**src/rtl/cwf_pkg.sv**
```systemverilog
package cwf_pkg;
  typedef enum logic [1:0] {
    FS_IDLE = 2'd0,
    FS_FILL = 2'd1,
    FS_SEAL = 2'd2
  } fill_state_e;
endpackage

```
**src/rtl/cwf_wrap_idx.sv**
```systemverilog
// Maps a beat count to a word offset, starting from a base offset and
// wrapping modulo the (power-of-two) line length.
module cwf_wrap_idx #(
  parameter int OFF_W = 3
) (
  input  logic [OFF_W-1:0] base,
  input  logic [OFF_W-1:0] step,
  output logic [OFF_W-1:0] idx
);
  assign idx = base + step;
endmodule

```
**src/rtl/cwf_fill_buf.sv**
```systemverilog
// Per-word holding registers with a written mask for reads during a fill.
module cwf_fill_buf #(
  parameter int WORD_W     = 32,
  parameter int LINE_WORDS = 8,
  localparam int OFF_W     = $clog2(LINE_WORDS)
) (
  input  logic                  clk,
  input  logic                  rst_n,
  input  logic                  clr,
  input  logic                  we,
  input  logic [OFF_W-1:0]      widx,
  input  logic [WORD_W-1:0]     wdata,
  input  logic [OFF_W-1:0]      ridx,
  output logic [WORD_W-1:0]     rdata,
  output logic [LINE_WORDS-1:0] written
);
  logic [WORD_W-1:0] word_q [LINE_WORDS];

  for (genvar w = 0; w < LINE_WORDS; w++) begin : g_word
    always_ff @(posedge clk) begin
      if (!rst_n || clr) begin
        written[w] <= 1'b0;
      end else if (we && widx == OFF_W'(w)) begin
        written[w] <= 1'b1;
      end
    end

    always_ff @(posedge clk) begin
      if (we && widx == OFF_W'(w)) begin
        word_q[w] <= wdata;
      end
    end
  end

  assign rdata = word_q[ridx];
endmodule

```
**src/rtl/cwf_seq.sv**
```systemverilog
// Refill sequencer: captures the miss, counts requests and beats, seals.
module cwf_seq
  import cwf_pkg::*;
#(
  parameter int LINE_A_W   = 27,
  parameter int LINE_WORDS = 8,
  localparam int OFF_W     = $clog2(LINE_WORDS)
) (
  input  logic                clk,
  input  logic                rst_n,
  input  logic                miss_valid,
  input  logic [LINE_A_W-1:0] miss_line,
  input  logic [OFF_W-1:0]    miss_off,
  input  logic                order_crit,
  input  logic                req_fire,
  input  logic                beat_fire,
  output logic                idle,
  output logic                filling,
  output logic                req_open,
  output logic                beat_open,
  output logic                seal,
  output logic [LINE_A_W-1:0] line_q,
  output logic [OFF_W-1:0]    crit_q,
  output logic [OFF_W-1:0]    base_q,
  output logic [OFF_W-1:0]    req_step,
  output logic [OFF_W-1:0]    beat_step
);
  localparam logic [OFF_W:0] FULL = (OFF_W+1)'(LINE_WORDS);
  localparam logic [OFF_W:0] LAST = (OFF_W+1)'(LINE_WORDS - 1);

  fill_state_e     state_q;
  logic [OFF_W:0]  req_cnt_q;
  logic [OFF_W:0]  beat_cnt_q;

  always_ff @(posedge clk) begin
    if (!rst_n) begin
      state_q    <= FS_IDLE;
      line_q     <= '0;
      crit_q     <= '0;
      base_q     <= '0;
      req_cnt_q  <= '0;
      beat_cnt_q <= '0;
    end else begin
      unique case (state_q)
        FS_IDLE: begin
          if (miss_valid) begin
            state_q    <= FS_FILL;
            line_q     <= miss_line;
            crit_q     <= miss_off;
            base_q     <= order_crit ? miss_off : '0;
            req_cnt_q  <= '0;
            beat_cnt_q <= '0;
          end
        end
        FS_FILL: begin
          if (req_fire) req_cnt_q <= req_cnt_q + 1'b1;
          if (beat_fire) begin
            beat_cnt_q <= beat_cnt_q + 1'b1;
            if (beat_cnt_q == LAST) state_q <= FS_SEAL;
          end
        end
        FS_SEAL: state_q <= FS_IDLE;
        default: state_q <= FS_IDLE;
      endcase
    end
  end

  assign idle      = (state_q == FS_IDLE);
  assign filling   = (state_q != FS_IDLE);
  assign seal      = (state_q == FS_SEAL);
  assign req_open  = (state_q == FS_FILL) && (req_cnt_q < FULL);
  assign beat_open = (state_q == FS_FILL) && (beat_cnt_q < req_cnt_q);
  assign req_step  = req_cnt_q[OFF_W-1:0];
  assign beat_step = beat_cnt_q[OFF_W-1:0];
endmodule

```
**src/rtl/cwf_refill_ctrl.sv**
```systemverilog
module cwf_refill_ctrl #(
  parameter int LINE_A_W   = 27,
  parameter int WORD_W     = 32,
  parameter int LINE_WORDS = 8,
  localparam int OFF_W     = $clog2(LINE_WORDS)
) (
  input  logic                clk,
  input  logic                rst_n,
  input  logic                order_crit,
  input  logic                miss_valid,
  output logic                miss_ready,
  input  logic [LINE_A_W-1:0] miss_line,
  input  logic [OFF_W-1:0]    miss_off,
  output logic                mem_req_valid,
  input  logic                mem_req_ready,
  output logic [LINE_A_W-1:0] mem_req_line,
  output logic [OFF_W-1:0]    mem_req_off,
  input  logic                mem_beat_valid,
  output logic                mem_beat_ready,
  input  logic [WORD_W-1:0]   mem_beat_data,
  output logic                fill_we,
  output logic [LINE_A_W-1:0] fill_line,
  output logic [OFF_W-1:0]    fill_word,
  output logic [WORD_W-1:0]   fill_data,
  output logic                line_valid,
  output logic                cpu_data_valid,
  output logic [WORD_W-1:0]   cpu_data,
  input  logic                cpu_rd_valid,
  input  logic [LINE_A_W-1:0] cpu_rd_line,
  input  logic [OFF_W-1:0]    cpu_rd_off,
  output logic                cpu_rd_hit,
  output logic                cpu_rd_stall,
  output logic [WORD_W-1:0]   cpu_rd_data
);
  logic                  idle, filling, req_open, beat_open, seal;
  logic [LINE_A_W-1:0]   line_q;
  logic [OFF_W-1:0]      crit_q, base_q, req_step, beat_step;
  logic [OFF_W-1:0]      req_idx, beat_idx;
  logic [LINE_WORDS-1:0] written;
  logic                  req_fire, beat_fire, take_miss, probe_match;

  assign req_fire  = mem_req_valid && mem_req_ready;
  assign beat_fire = mem_beat_valid && mem_beat_ready;
  assign take_miss = miss_valid && idle;

  cwf_seq #(
    .LINE_A_W  (LINE_A_W),
    .LINE_WORDS(LINE_WORDS)
  ) u_seq (
    .clk       (clk),
    .rst_n     (rst_n),
    .miss_valid(miss_valid),
    .miss_line (miss_line),
    .miss_off  (miss_off),
    .order_crit(order_crit),
    .req_fire  (req_fire),
    .beat_fire (beat_fire),
    .idle      (idle),
    .filling   (filling),
    .req_open  (req_open),
    .beat_open (beat_open),
    .seal      (seal),
    .line_q    (line_q),
    .crit_q    (crit_q),
    .base_q    (base_q),
    .req_step  (req_step),
    .beat_step (beat_step)
  );

  cwf_wrap_idx #(.OFF_W(OFF_W)) u_req_idx (
    .base(base_q), .step(req_step), .idx(req_idx)
  );

  cwf_wrap_idx #(.OFF_W(OFF_W)) u_beat_idx (
    .base(base_q), .step(beat_step), .idx(beat_idx)
  );

  cwf_fill_buf #(
    .WORD_W    (WORD_W),
    .LINE_WORDS(LINE_WORDS)
  ) u_buf (
    .clk    (clk),
    .rst_n  (rst_n),
    .clr    (take_miss),
    .we     (beat_fire),
    .widx   (beat_idx),
    .wdata  (mem_beat_data),
    .ridx   (cpu_rd_off),
    .rdata  (cpu_rd_data),
    .written(written)
  );

  // Handshake edges
  assign miss_ready     = idle;
  assign mem_req_valid  = req_open;
  assign mem_req_line   = line_q;
  assign mem_req_off    = req_idx;
  assign mem_beat_ready = beat_open;

  // Data array write and early release
  assign fill_we        = beat_fire;
  assign fill_line      = line_q;
  assign fill_word      = beat_idx;
  assign fill_data      = mem_beat_data;
  assign cpu_data_valid = beat_fire && (beat_idx == crit_q);
  assign cpu_data       = mem_beat_data;
  assign line_valid     = seal;

  // Probes of the line in flight
  assign probe_match  = filling && cpu_rd_valid && (cpu_rd_line == line_q);
  assign cpu_rd_hit   = probe_match && written[cpu_rd_off];
  assign cpu_rd_stall = probe_match && !written[cpu_rd_off];
endmodule

```
**config.mk**
```make
export PLATFORM = sky130hd
export DESIGN_NAME = cwf_refill_ctrl
export DESIGN_NICKNAME = d
export VERILOG_FILES = /design/src/rtl/cwf_pkg.sv /design/src/rtl/cwf_wrap_idx.sv /design/src/rtl/cwf_fill_buf.sv /design/src/rtl/cwf_seq.sv /design/src/rtl/cwf_refill_ctrl.sv
export SDC_FILE = /design/constraint.sdc
export NUM_CORES = 1
export LEC_CHECK = 0
export ABC_AREA = 1
export BUFFER_PORTS_ARGS = -buffer_cell sky130_fd_sc_hd__buf_2
export CORE_MARGIN = 2
export CORE_UTILIZATION = 30
export DETAILED_ROUTE_END_ITERATION = 12
export PLACE_DENSITY = 0.54
export SYNTH_ARGS = -nofsm -noshare
export SYNTH_HDL_FRONTEND = slang
export SYNTH_SLANG_ARGS = --single-unit
```
**constraint.sdc**
```tcl
create_clock -name clk -period 8.3 [get_ports clk]
set_input_delay 1.66 -clock clk [delete_from_list [all_inputs] [get_ports clk]]
set_output_delay 1.66 -clock clk [all_outputs]
set_load 0.005 [all_outputs]
```
==> metrics.txt, run 1 <==
# TYPE chip_impl_metric gauge
chip_impl_info{name="global_route.peak_usage_layer",value="met2"} 1
chip_impl_metric{name="timing.slew.headroom",unit=""} 0.354
chip_impl_metric{name="pin_count_of_the_biggest_net_entering_global_routing",unit=""} 82
chip_impl_metric{name="ctsHoldBuffers",unit=""} 0
chip_impl_metric{name="design.portCount",unit=""} 263
chip_impl_metric{name="ys_types",unit=""} 34
chip_impl_metric{name="post_cts_resize_count",unit=""} 0
chip_impl_metric{name="place.gp.congestion",unit=""} 0.793
chip_impl_metric{name="antenna-diode-count",unit=""} 0
chip_impl_metric{name="number_of_max_cap_violations",unit=""} 0
chip_impl_metric{name="cts_max_level",unit=""} 2
chip_impl_metric{name="fp-row-count",unit=""} 76
chip_impl_metric{name="die-width",unit="um"} 214
chip_impl_metric{name="overflow",unit=""} 0
chip_impl_metric{name="yosysWarnings",unit=""} 0
chip_impl_metric{name="asyncSetResetFlopFracSynth",unit=""} 0
chip_impl_metric{name="ratio_of_cells_with_drive_above_1_in_the_final_layout",unit=""} 0.243
chip_impl_metric{name="detail_route.vias_per_cell",unit=""} 4.62
chip_impl_metric{name="total_power",unit="mW"} 3.46
chip_impl_metric{name="leak_pwr",unit="nW"} 5.88
chip_impl_metric{name="average_cell_area_after_synthesis",unit="um2"} 10.9
chip_impl_metric{name="critical_path_peak_fanout",unit=""} 81
chip_impl_metric{name="grt.met1_usage",unit=""} 0.184
chip_impl_metric{name="grt_pass1_vias",unit=""} 8807
chip_impl_metric{name="wire_length_of_the_first_global_routing_pass",unit="um"} 52200
chip_impl_metric{name="synthesis.nets",unit=""} 1325
chip_impl_metric{name="synth-edff-count",unit=""} 256
chip_impl_info{name="clock_tree.root_cell",value="sky130_fd_sc_hd__clkbuf_16"} 1
chip_impl_metric{name="fin_skew",unit="ns"} 0.0144
chip_impl_metric{name="insertion_delay",unit="ns"} 0.53
chip_impl_info{name="cpLargestDelayFamily",value="buffers and inverters"} 1
chip_impl_metric{name="antenna_found_initial",unit=""} 1
chip_impl_metric{name="detailed_place_hpwl",unit="um"} 20300
chip_impl_info{name="rsz0062_at_grt",value="no"} 1
chip_impl_info{name="hp-class",value="reg2reg"} 1
chip_impl_metric{name="placed_cell_area",unit="mm2"} 0.0144
chip_impl_metric{name="gr_util_met3",unit=""} 0.0352
chip_impl_metric{name="timing.final.max_slew_violations",unit=""} 0
chip_impl_info{name="critical_path_s_slowest_cell",value="sky130_fd_sc_hd__inv_4"} 1
chip_impl_metric{name="internal-power",unit="mW"} 2.66
chip_impl_metric{name="clockBufferDepth",unit=""} 3
chip_impl_metric{name="period_needed",unit="ns"} 5.67
chip_impl_metric{name="worstPathRequired",unit="ns"} 6.64
chip_impl_info{name="critical_path.startpoint_type",value="input pin"} 1
chip_impl_metric{name="max-vdd-ir-drop",unit="mV"} 0.113
chip_impl_metric{name="num-nets-final",unit=""} 1485
chip_impl_metric{name="dieHeight",unit="um"} 214
chip_impl_metric{name="hold_violations",unit=""} 0
chip_impl_metric{name="cts_setup_buffers",unit=""} 0
chip_impl_info{name="worst-setup-path-type",value="in2out"} 1
chip_impl_metric{name="drt-initial-drc-count",unit=""} 685
chip_impl_info{name="status",value="complete, no violations"} 1
chip_impl_metric{name="clock_power_share",unit=""} 0.421
chip_impl_info{name="yosysTopAreaCell",value="sky130_fd_sc_hd__edfxtp_1"} 1
chip_impl_metric{name="syn-cell-area",unit="mm2"} 0.0132
chip_impl_info{name="cp_cell_sequence",value="buf_4, inv_4, buf_4, o21ai_0, o22ai_1, nor2_1, a31oi_1, buf_2"} 1
chip_impl_info{name="critical_path.endpoint_type",value="output port"} 1
chip_impl_metric{name="ys_seq_area_frac",unit=""} 0.657
chip_impl_info{name="cts_tree",value="yes"} 1
chip_impl_metric{name="netlist_instances",unit=""} 1217
chip_impl_metric{name="worst_slew_pin_slew",unit="ns"} 0.968
chip_impl_metric{name="setup_tns",unit="ns"} 0
chip_impl_metric{name="finalWirelength",unit="um"} 34200
chip_impl_metric{name="synth_top_area_share",unit=""} 0.580
chip_impl_metric{name="drt_drc_violations_left",unit=""} 0
chip_impl_metric{name="floorplan.initialDensity",unit=""} 0.306
chip_impl_metric{name="detailroute.via_count",unit=""} 9165
chip_impl_metric{name="cts.reportedPaths.clkPinSlew",unit="ns"} 0.05
chip_impl_metric{name="timing.critical_path.arrival",unit="ns"} 4.01
chip_impl_metric{name="max_freq",unit="GHz"} 0.176
chip_impl_metric{name="power_density",unit="mW/mm2"} 223
chip_impl_metric{name="core",unit="mm2"} 0.0434
chip_impl_metric{name="final_antenna_net_count",unit=""} 0
chip_impl_metric{name="p_sw_frac",unit=""} 0.231
chip_impl_metric{name="seqPwrFrac",unit=""} 0.494
chip_impl_metric{name="final_util",unit=""} 0.357
chip_impl_info{name="worst_path_most_repeated_cell",value="sky130_fd_sc_hd__buf_4"} 1
chip_impl_metric{name="cts_buffers",unit=""} 35
chip_impl_metric{name="tritoncts_num_sinks",unit=""} 307
chip_impl_metric{name="firstDrtPassIters",unit=""} 5
chip_impl_metric{name="grt_usage",unit=""} 0.147
chip_impl_metric{name="syn2layout_area_growth",unit="%"} 16.9
chip_impl_info{name="yosys_most_used_dff",value="sky130_fd_sc_hd__edfxtp_1"} 1
chip_impl_metric{name="numPortBuffers",unit=""} 262
chip_impl_metric{name="cp_slowest_stage_delay",unit="ns"} 0.66
chip_impl_metric{name="filler_cell_count_in_the_final_layout",unit=""} 4380
chip_impl_metric{name="wl_per_cell",unit="um"} 17.2
chip_impl_metric{name="timing.final.setup_violations",unit=""} 0
chip_impl_metric{name="p_switching",unit="mW"} 0.798
chip_impl_metric{name="final_cell_area",unit="mm2"} 0.0155
chip_impl_metric{name="critical_path.n_buffers_inverters",unit=""} 4
chip_impl_metric{name="groute.layer.met2.usage",unit=""} 0.251
chip_impl_metric{name="combPwrFrac",unit=""} 0.085
chip_impl_info{name="synth.top_cells.by_area",value="sky130_fd_sc_hd__edfxtp_1 58%, sky130_fd_sc_hd__nor2_1 7.9%, sky130_fd_sc_hd__dfxtp_1 7.7%"} 1
chip_impl_metric{name="floorplan.die_area",unit="mm2"} 0.0459
chip_impl_metric{name="post-route-period-util",unit=""} 0.684
chip_impl_metric{name="synth.ff_latch_count",unit=""} 307
[placed cells by master, fill, tap and decap left out, drive strengths merged]
cell type,Yosys,routed
xor2,7,7
o31ai,1,1
buf,125,275
a211oi,1,1
inv,48,49
clkbuf,27,40
clkinv,0,15
dfxtp,51,51
ha,7,7
o32ai,2,2
xnor2,12,12
nor3,4,4
nand3,40,40
o21ai,151,151
fa,2,2
edfxtp,256,256
a31oi,32,32
o22ai,32,32
a21oi,10,10
bufinv,0,3
nor2,287,287
nand4,3,3
nand2,119,119
[layer usage]
layer / vias to the layer above / share of wire
li1: 4436 / -
met1: 4343 / 0.43
met2: 331 / 0.48
met3: 53 / 0.061
met4: 2 / 0.024
met5: - / 0.00020
[power by group through the flow]
| stage | sequential, mW | clock, mW | combinational, mW |
|---|---|---|---|
| after floorplan | 1.74 | 0 | 0.188 |
| after global placement | 1.74 | 0 | 0.297 |
| after detailed placement | 1.74 | 0 | 0.299 |
| after CTS | 1.71 | 1.50 | 0.300 |
| after global routing | 1.71 | 1.57 | 0.331 |
| final | 1.71 | 1.46 | 0.293 |
[state kept, by name, indices dropped and copies added (netlist names)]
| register | count |
|---|---|
| u_buf.word_q | 256 |
| u_seq.line_q | 27 |
| u_buf.written | 8 |
| u_seq.beat_cnt_q | 4 |
| u_seq.req_cnt_q | 4 |
| u_seq.base_q | 3 |
| u_seq.crit_q | 3 |
| u_seq.state_q | 2 |
[path summary, 6_finish.rpt]
kind                                          start                 end  slack (ns)  cells after the start
worst max-delay path                  cpu_rd_off[0]     cpu_rd_data[30]        2.63                      8
worst max register to register  u_seq.beat_cnt_q[0]  u_buf.word_q[7][2]        5.30                     11
worst min-delay path               u_buf.written[5]    u_buf.written[5]        0.47                      2
worst min register to register     u_buf.written[5]    u_buf.written[5]        0.47                      2
[logic make-up (layout without fill, tap and decap cells)]
family,Yosys count,after routing,share of synthesized area
AOI/OAI and AO/OA,229,229,0.0941
xor gates and xnor gates,19,19,0.0126
adders and majority gates,9,9,0.00963
buffers and inverters,200,382,0.0897
DFF,307,307,0.657
and+or+nand+nor,453,453,0.137
[stage by stage]
stage / instances / setup slack (ns) / hold slack (ns)
6_report: 1984 / 2.63 / 0.472
5_1_grt: 1984 / 2.36 / 0.490
4_1_cts: 1984 / 2.56 / 0.473
3_5_place_dp: 1925 / 2.56 / 0.460
3_3_place_gp: 1925 / 2.56 / 0.451
2_1_floorplan: 1217 / 4.12 / 0.435
[worst register-to-register path, stage by stage, from the launching register on]
cell,delay [ns]
sky130_fd_sc_hd__dfxtp_1,0.40
sky130_fd_sc_hd__ha_1,0.17
sky130_fd_sc_hd__inv_1,0.04
sky130_fd_sc_hd__fa_1,0.38
sky130_fd_sc_hd__inv_1,0.06
sky130_fd_sc_hd__nand2_1,0.06
sky130_fd_sc_hd__nand2_1,0.07
sky130_fd_sc_hd__nand2_1,0.09
sky130_fd_sc_hd__nand2_2,0.18
sky130_fd_sc_hd__nand3_1,0.14
sky130_fd_sc_hd__nor2_4,0.60
sky130_fd_sc_hd__buf_4,0.47
[area by class of cell]
| type | instances | area, um2 | share of cell area |
|---|---|---|---|
| multi-input combinational | 710 | 3400 | 0.219 |
| tap | 585 | 732 | 0.0473 |
| timing repair buffer | 275 | 1410 | 0.0911 |
| clock inverter | 19 | 165 | 0.0107 |
| sequential | 307 | 8710 | 0.562 |
| inverter | 48 | 183 | 0.0118 |
| clock buffer | 40 | 895 | 0.0578 |
[synth_stat cells, types with 2 or more instances]
| cell type | instances |
|---|---|
| sky130_fd_sc_hd__fa_1 | 2 |
| sky130_fd_sc_hd__xnor2_1 | 12 |
| sky130_fd_sc_hd__buf_4 | 102 |
| sky130_fd_sc_hd__o21ai_2 | 2 |
| sky130_fd_sc_hd__buf_6 | 4 |
| sky130_fd_sc_hd__nor2_2 | 6 |
| sky130_fd_sc_hd__nand2_2 | 3 |
| sky130_fd_sc_hd__edfxtp_1 | 256 |
| sky130_fd_sc_hd__xor2_1 | 7 |
| sky130_fd_sc_hd__o21ai_0 | 142 |
| sky130_fd_sc_hd__nand3_1 | 39 |
| sky130_fd_sc_hd__dfxtp_1 | 51 |
| sky130_fd_sc_hd__nor2_1 | 279 |
| sky130_fd_sc_hd__nor2_4 | 2 |
| sky130_fd_sc_hd__nor3_1 | 3 |
| sky130_fd_sc_hd__buf_2 | 17 |
| sky130_fd_sc_hd__nand4_1 | 3 |
| sky130_fd_sc_hd__clkbuf_1 | 26 |
| sky130_fd_sc_hd__a21oi_1 | 10 |
| sky130_fd_sc_hd__o22ai_1 | 32 |
| sky130_fd_sc_hd__inv_1 | 45 |
| sky130_fd_sc_hd__ha_1 | 7 |
| sky130_fd_sc_hd__buf_1 | 2 |
| sky130_fd_sc_hd__inv_2 | 2 |
| sky130_fd_sc_hd__o21ai_1 | 7 |
| sky130_fd_sc_hd__o32ai_1 | 2 |
| sky130_fd_sc_hd__nand2_1 | 116 |
| sky130_fd_sc_hd__a31oi_1 | 32 |
(Power assumes the default switching activity.)
==> inputs of run 2 (changes only) <==
--- a/config.mk
+++ b/config.mk
@@ -5,12 +5,12 @@
 export SDC_FILE = /design/constraint.sdc
 export NUM_CORES = 1
 export LEC_CHECK = 0
-export ABC_AREA = 1
+export ABC_AREA = 0
 export BUFFER_PORTS_ARGS = -buffer_cell sky130_fd_sc_hd__buf_2
 export CORE_MARGIN = 2
 export CORE_UTILIZATION = 30
 export DETAILED_ROUTE_END_ITERATION = 12
-export PLACE_DENSITY = 0.54
+export PLACE_DENSITY = 0.56
 export SYNTH_ARGS = -nofsm -noshare
 export SYNTH_HDL_FRONTEND = slang
 export SYNTH_SLANG_ARGS = --single-unit
==> constraint.sdc (replaced) <==
create_clock -name clk -period 5.11 [get_ports clk]
set_input_delay 1.022 -clock clk [delete_from_list [all_inputs] [get_ports clk]]
set_output_delay 1.022 -clock clk [all_outputs]
set_load 0.005 [all_outputs]
==> run 2 against run 1 <==
Net effect: cell count decreased by 23%; sequential share of layout area decreased by 0.13 points; clock power increased by 76%; clock skew about the same; die area decreased by 2.2%; combinational power increased by 28%; worst hold slack got worse by 0.0092 ns; critical path depth decreased by 3; critical path type unchanged.
==> metrics.txt, run 2 <==
# TYPE chip_impl_metric gauge
chip_impl_info{name="critical_path.endpoint_type",value="output port"} 1
chip_impl_metric{name="firstDrtPassIters",unit=""} 4
chip_impl_metric{name="netlist_instances",unit=""} 764
chip_impl_metric{name="wl_per_cell",unit="um"} 19.5
chip_impl_info{name="synth_most_common_cell",value="sky130_fd_sc_hd__edfxtp_1"} 1
chip_impl_info{name="clock_tree.root_cell",value="sky130_fd_sc_hd__clkbuf_16"} 1
chip_impl_metric{name="clock_power_share",unit=""} 0.452
chip_impl_metric{name="timing.final.setup_violations",unit=""} 0
chip_impl_metric{name="detailroute.via_count",unit=""} 7017
chip_impl_info{name="critical_path.startpoint_type",value="input pin"} 1
chip_impl_metric{name="largest_reg_flops",unit=""} 256
chip_impl_info{name="status",value="complete, no violations"} 1
chip_impl_metric{name="setup_tns",unit="ns"} 0
chip_impl_metric{name="post_cts_resize_count",unit=""} 0
chip_impl_info{name="cts_tree",value="yes"} 1
chip_impl_metric{name="place.gp.congestion",unit=""} 0.781
chip_impl_metric{name="max-vdd-ir-drop",unit="mV"} 0.212
chip_impl_metric{name="yosysWarnings",unit=""} 0
chip_impl_metric{name="clockBufferDepth",unit=""} 3
chip_impl_info{name="largestRegisters",value="u_buf.word_q: 256 flops, u_seq.line_q: 27 flops, u_buf.written: 8 flops"} 1
chip_impl_metric{name="layout_setup_ws",unit="ns"} 1.26
chip_impl_metric{name="grt_usage",unit=""} 0.133
chip_impl_metric{name="cts_buffers",unit=""} 36
chip_impl_metric{name="numPortBuffers",unit=""} 262
chip_impl_metric{name="timing.slew.headroom",unit=""} 0.301
chip_impl_metric{name="num-nets-final",unit=""} 1067
chip_impl_metric{name="leak_pwr",unit="nW"} 5.65
chip_impl_metric{name="fp-row-count",unit=""} 76
chip_impl_metric{name="wire_length_of_the_first_global_routing_pass",unit="um"} 43600
chip_impl_metric{name="drt-initial-drc-count",unit=""} 301
chip_impl_info{name="layout.cells.most_common_list",value="260 x sky130_fd_sc_hd__buf_2, 256 x sky130_fd_sc_hd__edfxtp_1, 72 x sky130_fd_sc_hd__nand2_1"} 1
chip_impl_metric{name="average_cell_area_after_synthesis",unit="um2"} 16.9
chip_impl_metric{name="period_needed",unit="ns"} 3.85
chip_impl_metric{name="pin_count_of_the_biggest_net_entering_global_routing",unit=""} 45
chip_impl_metric{name="hold_violations",unit=""} 0
chip_impl_metric{name="synthesis.nets",unit=""} 872
chip_impl_metric{name="cts_max_level",unit=""} 2
chip_impl_metric{name="antenna-diode-count",unit=""} 0
chip_impl_metric{name="internal-power",unit="mW"} 4.48
chip_impl_metric{name="syn-cell-area",unit="mm2"} 0.0129
chip_impl_metric{name="drt_drc_violations_left",unit=""} 0
chip_impl_info{name="final_common_cell",value="sky130_fd_sc_hd__buf_2"} 1
chip_impl_metric{name="combPwrFrac",unit=""} 0.066
chip_impl_info{name="worst-setup-path-type",value="in2out"} 1
chip_impl_metric{name="floorplan.die_area",unit="mm2"} 0.0448
chip_impl_metric{name="number_of_max_cap_violations",unit=""} 0
chip_impl_metric{name="worst_slew_pin_slew",unit="ns"} 1.04
chip_impl_metric{name="p_sw_frac",unit=""} 0.214
chip_impl_metric{name="cts_setup_buffers",unit=""} 0
chip_impl_info{name="yosysTopAreaCell",value="sky130_fd_sc_hd__edfxtp_1"} 1
chip_impl_metric{name="synth-edff-count",unit=""} 256
chip_impl_metric{name="insertion_delay",unit="ns"} 0.53
chip_impl_metric{name="ys_seq_area_frac",unit=""} 0.673
chip_impl_metric{name="floorplan.initialDensity",unit=""} 0.303
chip_impl_metric{name="synth.ff_latch_count",unit=""} 307
chip_impl_metric{name="worstPathRequired",unit="ns"} 4.09
chip_impl_info{name="rsz0062_at_grt",value="no"} 1
chip_impl_metric{name="dieHeight",unit="um"} 212
chip_impl_metric{name="antenna_found_initial",unit=""} 0
chip_impl_metric{name="total_power",unit="mW"} 5.70
chip_impl_metric{name="detail_route.vias_per_cell",unit=""} 4.58
chip_impl_metric{name="syn2layout_area_growth",unit="%"} 19.9
chip_impl_metric{name="overflow",unit=""} 0
chip_impl_metric{name="fin_skew",unit="ns"} 0.0143
chip_impl_metric{name="detailed_place_hpwl",unit="um"} 18400
chip_impl_metric{name="ys_types",unit=""} 48
chip_impl_metric{name="timing.final.max_slew_violations",unit=""} 0
chip_impl_metric{name="final_util",unit=""} 0.363
chip_impl_metric{name="die-width",unit="um"} 212
chip_impl_metric{name="final_antenna_net_count",unit=""} 0
chip_impl_metric{name="ratio_of_cells_with_drive_above_1_in_the_final_layout",unit=""} 0.456
chip_impl_metric{name="p_switching",unit="mW"} 1.22
chip_impl_metric{name="grt_pass1_vias",unit=""} 7046
chip_impl_info{name="synth.top_cells.by_area",value="sky130_fd_sc_hd__edfxtp_1 59%, sky130_fd_sc_hd__mux4_2 11%, sky130_fd_sc_hd__dfxtp_1 7.9%"} 1
chip_impl_metric{name="critical_path_peak_fanout",unit=""} 31
chip_impl_metric{name="power_density",unit="mW/mm2"} 367
chip_impl_metric{name="max_freq",unit="GHz"} 0.260
chip_impl_metric{name="finalHoldWorstSlack",unit="ns"} 0.462
chip_impl_info{name="synth_common_cells",value="256 x sky130_fd_sc_hd__edfxtp_1, 93 x sky130_fd_sc_hd__buf_4, 72 x sky130_fd_sc_hd__nand2_1, 66 x sky130_fd_sc_hd__mux4_2, 51 x sky130_fd_sc_hd__dfxtp_1"} 1
chip_impl_metric{name="cts.reportedPaths.clkPinSlew",unit="ns"} 0.05
chip_impl_metric{name="finalWirelength",unit="um"} 29800
chip_impl_info{name="yosys_most_used_dff",value="sky130_fd_sc_hd__edfxtp_1"} 1
chip_impl_metric{name="filler_cell_count_in_the_final_layout",unit=""} 4068
chip_impl_metric{name="tritoncts_num_sinks",unit=""} 307
chip_impl_metric{name="ctsHoldBuffers",unit=""} 0
chip_impl_metric{name="core",unit="mm2"} 0.0428
chip_impl_metric{name="synth_top_area_share",unit=""} 0.594
chip_impl_metric{name="design.portCount",unit=""} 263
chip_impl_metric{name="timing.critical_path.arrival",unit="ns"} 2.83
chip_impl_metric{name="placement.setup.worst_slack",unit="ns"} 1.19
chip_impl_info{name="regMostFlops",value="u_buf.word_q"} 1
chip_impl_metric{name="seqPwrFrac",unit=""} 0.483
chip_impl_info{name="hp-class",value="reg2reg"} 1
chip_impl_metric{name="post-route-period-util",unit=""} 0.754
chip_impl_metric{name="asyncSetResetFlopFracSynth",unit=""} 0
## run 2: cell count changes in the layout (fill, tap and decap cells not counted), sizes merged, moves of 34 or more
cell    before  now
nor2       287    8
inv         49   13
mux4         0   66
a21boi       0   34
nand2      119   72
o21ai      151    2
## run 2: path summary, 6_finish.rpt
kind | start | cells after the start | slack [ns] | to
worst min-delay path | u_seq.base_q[1] | 2 | 0.46 | u_seq.base_q[1]
worst min register to register | u_seq.base_q[1] | 2 | 0.46 | u_seq.base_q[1]
worst max-delay path | cpu_rd_off[0] | 5 | 1.26 | cpu_rd_data[0]
worst max register to register | u_seq.beat_cnt_q[0] | 9 | 1.89 | u_buf.word_q[5][9]
## run 2: final cells by class
type | instances | area (um2) | area share
Timing Repair Buffer | 280 | 1490 | 0.0959
Clock buffer | 47 | 985 | 0.0634
Clock inverter | 18 | 211 | 0.0136
Sequential cell | 307 | 8710 | 0.561
Inverter | 12 | 45.0 | 0.00290
Tap cell | 546 | 683 | 0.0440
Multi-Input combinational cell | 322 | 3400 | 0.219
## run 2: logic make-up after synthesis
group                    synth area share
flip-flops                          0.673
buffers and inverters              0.0687
AND/OR/NAND/NOR                    0.0474
multiplexers                        0.143
AO/OA/AOI/OAI                      0.0323
XOR/XNOR                           0.0257
adder cells (fa/ha/maj)           0.00986
## run 2: per-stage QoR
step           area, um2  instances
3_5_place_dp       14300       1467
3_3_place_gp       14300       1467
5_1_grt            15500       1532
6_report           15500       1532
4_1_cts            15500       1532
2_1_floorplan      12900        764
## run 2: power by group through the flow
| stage | Combinational (mW) | Sequential, mW | Clock, mW |
|---|---|---|---|
| 2_1_floorplan | 0.239 | 2.80 | 0 |
| 3_3_place_gp | 0.380 | 2.80 | 0 |
| 3_5_place_dp | 0.384 | 2.80 | 0 |
| 4_1_cts | 0.385 | 2.75 | 2.67 |
| 5_1_grt | 0.413 | 2.75 | 2.77 |
| 6_report | 0.374 | 2.75 | 2.57 |
## run 2: metal layers
| layer | up-vias | GRT usage | routed length [um] |
|---|---|---|---|
| li1 | 3198 | - | - |
| met3 | 33 | 0.0374 | 1800 |
| met5 | - | 0 | 0 |
| met2 | 251 | 0.231 | 14900 |
| met1 | 3535 | 0.163 | 12700 |
| met4 | 0 | 0.0352 | 439 |
## run 2: critical path: stages
cell,delay (ns)
sky130_fd_sc_hd__buf_4,0.47
sky130_fd_sc_hd__buf_12,0.33
sky130_fd_sc_hd__mux4_2,0.53
sky130_fd_sc_hd__mux2_2,0.29
sky130_fd_sc_hd__buf_2,0.13
==> inputs of run 3 (changes only) <==
--- a/config.mk
+++ b/config.mk
@@ -5,12 +5,12 @@
 export SDC_FILE = /design/constraint.sdc
 export NUM_CORES = 1
 export LEC_CHECK = 0
-export ABC_AREA = 0
+export ABC_AREA = 1
 export BUFFER_PORTS_ARGS = -buffer_cell sky130_fd_sc_hd__buf_2
 export CORE_MARGIN = 2
 export CORE_UTILIZATION = 30
 export DETAILED_ROUTE_END_ITERATION = 12
-export PLACE_DENSITY = 0.56
+export PLACE_DENSITY = 0.55
 export SYNTH_ARGS = -nofsm -noshare
 export SYNTH_HDL_FRONTEND = slang
 export SYNTH_SLANG_ARGS = --single-unit
==> constraint.sdc (replaced) <==
create_clock -name clk -period 3.2 [get_ports clk]
set_input_delay 0.64 -clock clk [delete_from_list [all_inputs] [get_ports clk]]
set_output_delay 0.64 -clock clk [all_outputs]
set_load 0.005 [all_outputs]
==> run 3 against run 2 <==
Net effect: worst setup slack got worse by 1.1 ns; non-clock buffer count rose by 19; critical endpoint is now cpu_data_valid; combinational power rose by 110%.
==> metrics.txt, run 3 (synthesized netlist as in run 1, its figures left out) <==
# TYPE chip_impl_metric gauge
chip_impl_info{name="status",value="complete, no violations"} 1
chip_impl_metric{name="multi_input_comb_area",unit="mm2"} 0.00340
chip_impl_metric{name="pin_count_of_the_biggest_net_entering_global_routing",unit=""} 77
chip_impl_info{name="critical_path.startpoint_type",value="register"} 1
chip_impl_metric{name="design.portCount",unit=""} 263
chip_impl_metric{name="num-nets-final",unit=""} 1510
chip_impl_metric{name="fin_skew",unit="ns"} 0.00896
chip_impl_info{name="regMostFlops",value="u_buf.word_q"} 1
chip_impl_metric{name="floorplan.die_area",unit="mm2"} 0.0459
chip_impl_metric{name="detailroute.via_count",unit=""} 9282
chip_impl_metric{name="worstPathRequired",unit="ns"} 2.56
chip_impl_metric{name="critical_path_peak_fanout",unit=""} 6
chip_impl_metric{name="finish.cell_count_without_fillers",unit=""} 2015
chip_impl_metric{name="final_antenna_net_count",unit=""} 0
chip_impl_metric{name="wire_length_of_the_first_global_routing_pass",unit="um"} 51900
chip_impl_metric{name="cp_slowest_stage_delay",unit="ns"} 0.38
chip_impl_metric{name="worst_slew_pin_slew",unit="ns"} 0.740
chip_impl_info{name="critical_path.endpoint_type",value="output port"} 1
chip_impl_info{name="worst_path_most_repeated_cell",value="sky130_fd_sc_hd__nand2_1"} 1
chip_impl_metric{name="tritoncts_num_sinks",unit=""} 307
chip_impl_metric{name="ratio_of_cells_with_drive_above_1_in_the_final_layout",unit=""} 0.260
chip_impl_info{name="layout.cells.most_common_list",value="277 x sky130_fd_sc_hd__nor2_1, 261 x sky130_fd_sc_hd__buf_2, 256 x sky130_fd_sc_hd__edfxtp_1"} 1
chip_impl_metric{name="reg2reg_setup_slack",unit="ns"} 0.76
chip_impl_metric{name="fp-row-count",unit=""} 76
chip_impl_info{name="min_delay_worst_endpoint",value="u_seq.line_q[21]"} 1
chip_impl_metric{name="timing.final.max_slew_violations",unit=""} 0
chip_impl_metric{name="numPortBuffers",unit=""} 262
chip_impl_metric{name="grt_usage",unit=""} 0.144
chip_impl_info{name="largestRegisters",value="u_buf.word_q: 256 flops, u_seq.line_q: 27 flops, u_buf.written: 8 flops"} 1
chip_impl_metric{name="largest_reg_flops",unit=""} 256
chip_impl_metric{name="antenna_found_initial",unit=""} 0
chip_impl_metric{name="post-route-period-util",unit=""} 0.939
chip_impl_info{name="clock_tree.root_cell",value="sky130_fd_sc_hd__clkbuf_16"} 1
chip_impl_metric{name="insertion_delay",unit="ns"} 0.53
chip_impl_metric{name="detailed_place_hpwl",unit="um"} 20800
chip_impl_metric{name="timing.critical_path.arrival",unit="ns"} 2.36
chip_impl_metric{name="antenna-diode-count",unit=""} 0
chip_impl_metric{name="core",unit="mm2"} 0.0434
chip_impl_metric{name="hold_depth",unit=""} 3
chip_impl_metric{name="max_freq",unit="GHz"} 0.333
chip_impl_metric{name="timing.final.setup_violations",unit=""} 0
chip_impl_metric{name="timing.slew.headroom",unit=""} 0.505
chip_impl_info{name="hp-class",value="in2reg"} 1
chip_impl_metric{name="period_needed",unit="ns"} 3.00
chip_impl_metric{name="filler_cell_count_in_the_final_layout",unit=""} 4389
chip_impl_metric{name="drt_drc_violations_left",unit=""} 0
chip_impl_metric{name="clockBufferDepth",unit=""} 3
chip_impl_info{name="critPathLaunch",value="u_seq.beat_cnt_q[0]"} 1
chip_impl_metric{name="detail_route.vias_per_cell",unit=""} 4.61
chip_impl_metric{name="firstDrtPassIters",unit=""} 5
chip_impl_metric{name="max-vdd-ir-drop",unit="mV"} 0.306
chip_impl_info{name="critical_path_s_slowest_cell",value="sky130_fd_sc_hd__fa_1"} 1
chip_impl_metric{name="hold_violations",unit=""} 0
chip_impl_info{name="hold_path.startpoint",value="miss_line[21]"} 1
chip_impl_metric{name="sequential_cell_area",unit="mm2"} 0.00871
chip_impl_metric{name="wl_per_cell",unit="um"} 16.9
chip_impl_metric{name="leak_pwr",unit="nW"} 6.08
chip_impl_info{name="cpLargestDelayFamily",value="simple AND/OR/NAND/NOR gates"} 1
chip_impl_metric{name="number_of_max_cap_violations",unit=""} 0
chip_impl_info{name="cts_tree",value="yes"} 1
chip_impl_info{name="cp_cell_sequence",value="ha_1, inv_1, fa_1, inv_1, nand2_1, nand2_1, nand2_1, nand2_4, nand4_1, nand2_1, nand2_1, nor2_1, buf_2"} 1
chip_impl_metric{name="placedCellCount",unit=""} 1943
chip_impl_metric{name="die-width",unit="um"} 214
chip_impl_metric{name="reg2regPathDepth",unit=""} 13
chip_impl_info{name="rr_startpoint",value="u_seq.beat_cnt_q[0]"} 1
chip_impl_info{name="final_common_cell",value="sky130_fd_sc_hd__nor2_1"} 1
chip_impl_metric{name="floorplan.initialDensity",unit=""} 0.306
chip_impl_metric{name="place.gp.congestion",unit=""} 0.814
chip_impl_metric{name="grt_pass1_vias",unit=""} 8968
chip_impl_metric{name="drt-initial-drc-count",unit=""} 567
chip_impl_metric{name="dieHeight",unit="um"} 214
chip_impl_metric{name="critical_path.n_buffers_inverters",unit=""} 3
chip_impl_metric{name="syn2layout_area_growth",unit="%"} 20.0
chip_impl_info{name="r2r_end",value="u_buf.word_q[5][8]"} 1
chip_impl_metric{name="cts_max_level",unit=""} 2
chip_impl_metric{name="finalWirelength",unit="um"} 34000
chip_impl_info{name="worst-setup-path-type",value="reg2out"} 1
chip_impl_metric{name="ctsHoldBuffers",unit=""} 0
chip_impl_metric{name="setup_tns",unit="ns"} 0
chip_impl_metric{name="cts.reportedPaths.clkPinSlew",unit="ns"} 0.06
chip_impl_metric{name="cts_buffers",unit=""} 36
chip_impl_metric{name="overflow",unit=""} 0
chip_impl_metric{name="power_density",unit="mW/mm2"} 575
chip_impl_metric{name="crit_cells",unit=""} 13
==> run 3: power breakdown <==
| group | total [mW] | internal, mW | switching, mW |
|---|---|---|---|
| sequential | 4.43 | 4.38 | 0.0497 |
| clock | 3.92 | 2.31 | 1.61 |
| combinational | 0.799 | 0.306 | 0.493 |
==> run 3: worst max-delay path by stage <==
stage,endpoint,slack (ns)
after floorplan,u_buf.word_q[1][0],-0.08
final,cpu_data_valid,0.20
after detailed placement,cpu_rd_data[24],0.41
after CTS,cpu_data_valid,0.002
after global placement,cpu_rd_data[24],0.43
after global routing,cpu_data_valid,-0.01
==> run 3: layer usage <==
metal,vias up,wire (um),track usage
li1,4493,-,-
met1,4421,14800,0.182
met2,319,16300,0.246
met3,49,2010,0.0299
met4,0,935,0.0514
met5,-,0,0
==> run 3: stage by stage <==
stage | worst slack [ns] | hold slack, ns | utilization | area (um2) | total power, mW
finish | 0.196 | 0.299 | 0.367 | 15900 | 9.15
global route | -0.0124 | 0.296 | 0.367 | 15900 | 9.52
CTS | 0.00186 | 0.274 | 0.365 | 15800 | 9.26
detailed placement | 0.414 | 0.460 | 0.339 | 14700 | 5.32
global placement | 0.425 | 0.455 | 0.339 | 14700 | 5.31
floorplan | -0.0759 | 0.435 | - | 13200 | 4.99
==> run 3: worst reg2reg max path: cells and delay by family (launching register included) <==
family | cells | cell delay (ns)
adders and majority gates | 2 | 0.54
buffers and inverters | 5 | 0.59
DFF | 1 | 0.36
and+or+nand+nor | 6 | 0.62
==> run 3: area by class of cell <==
cell class,instances,area share
clock inverter,19,0.0108
clock buffer,47,0.0608
tap,585,0.0460
multi-input combinational,710,0.214
timing repair buffer,299,0.109
inverter,48,0.0115
sequential,307,0.548
==> run 3: what timing repair did <==
item | 4_1_cts | 5_1_grt
setup endpoints to repair | 0 | 1
resized for setup | 0 | 4
buffers inserted | 0 | 6
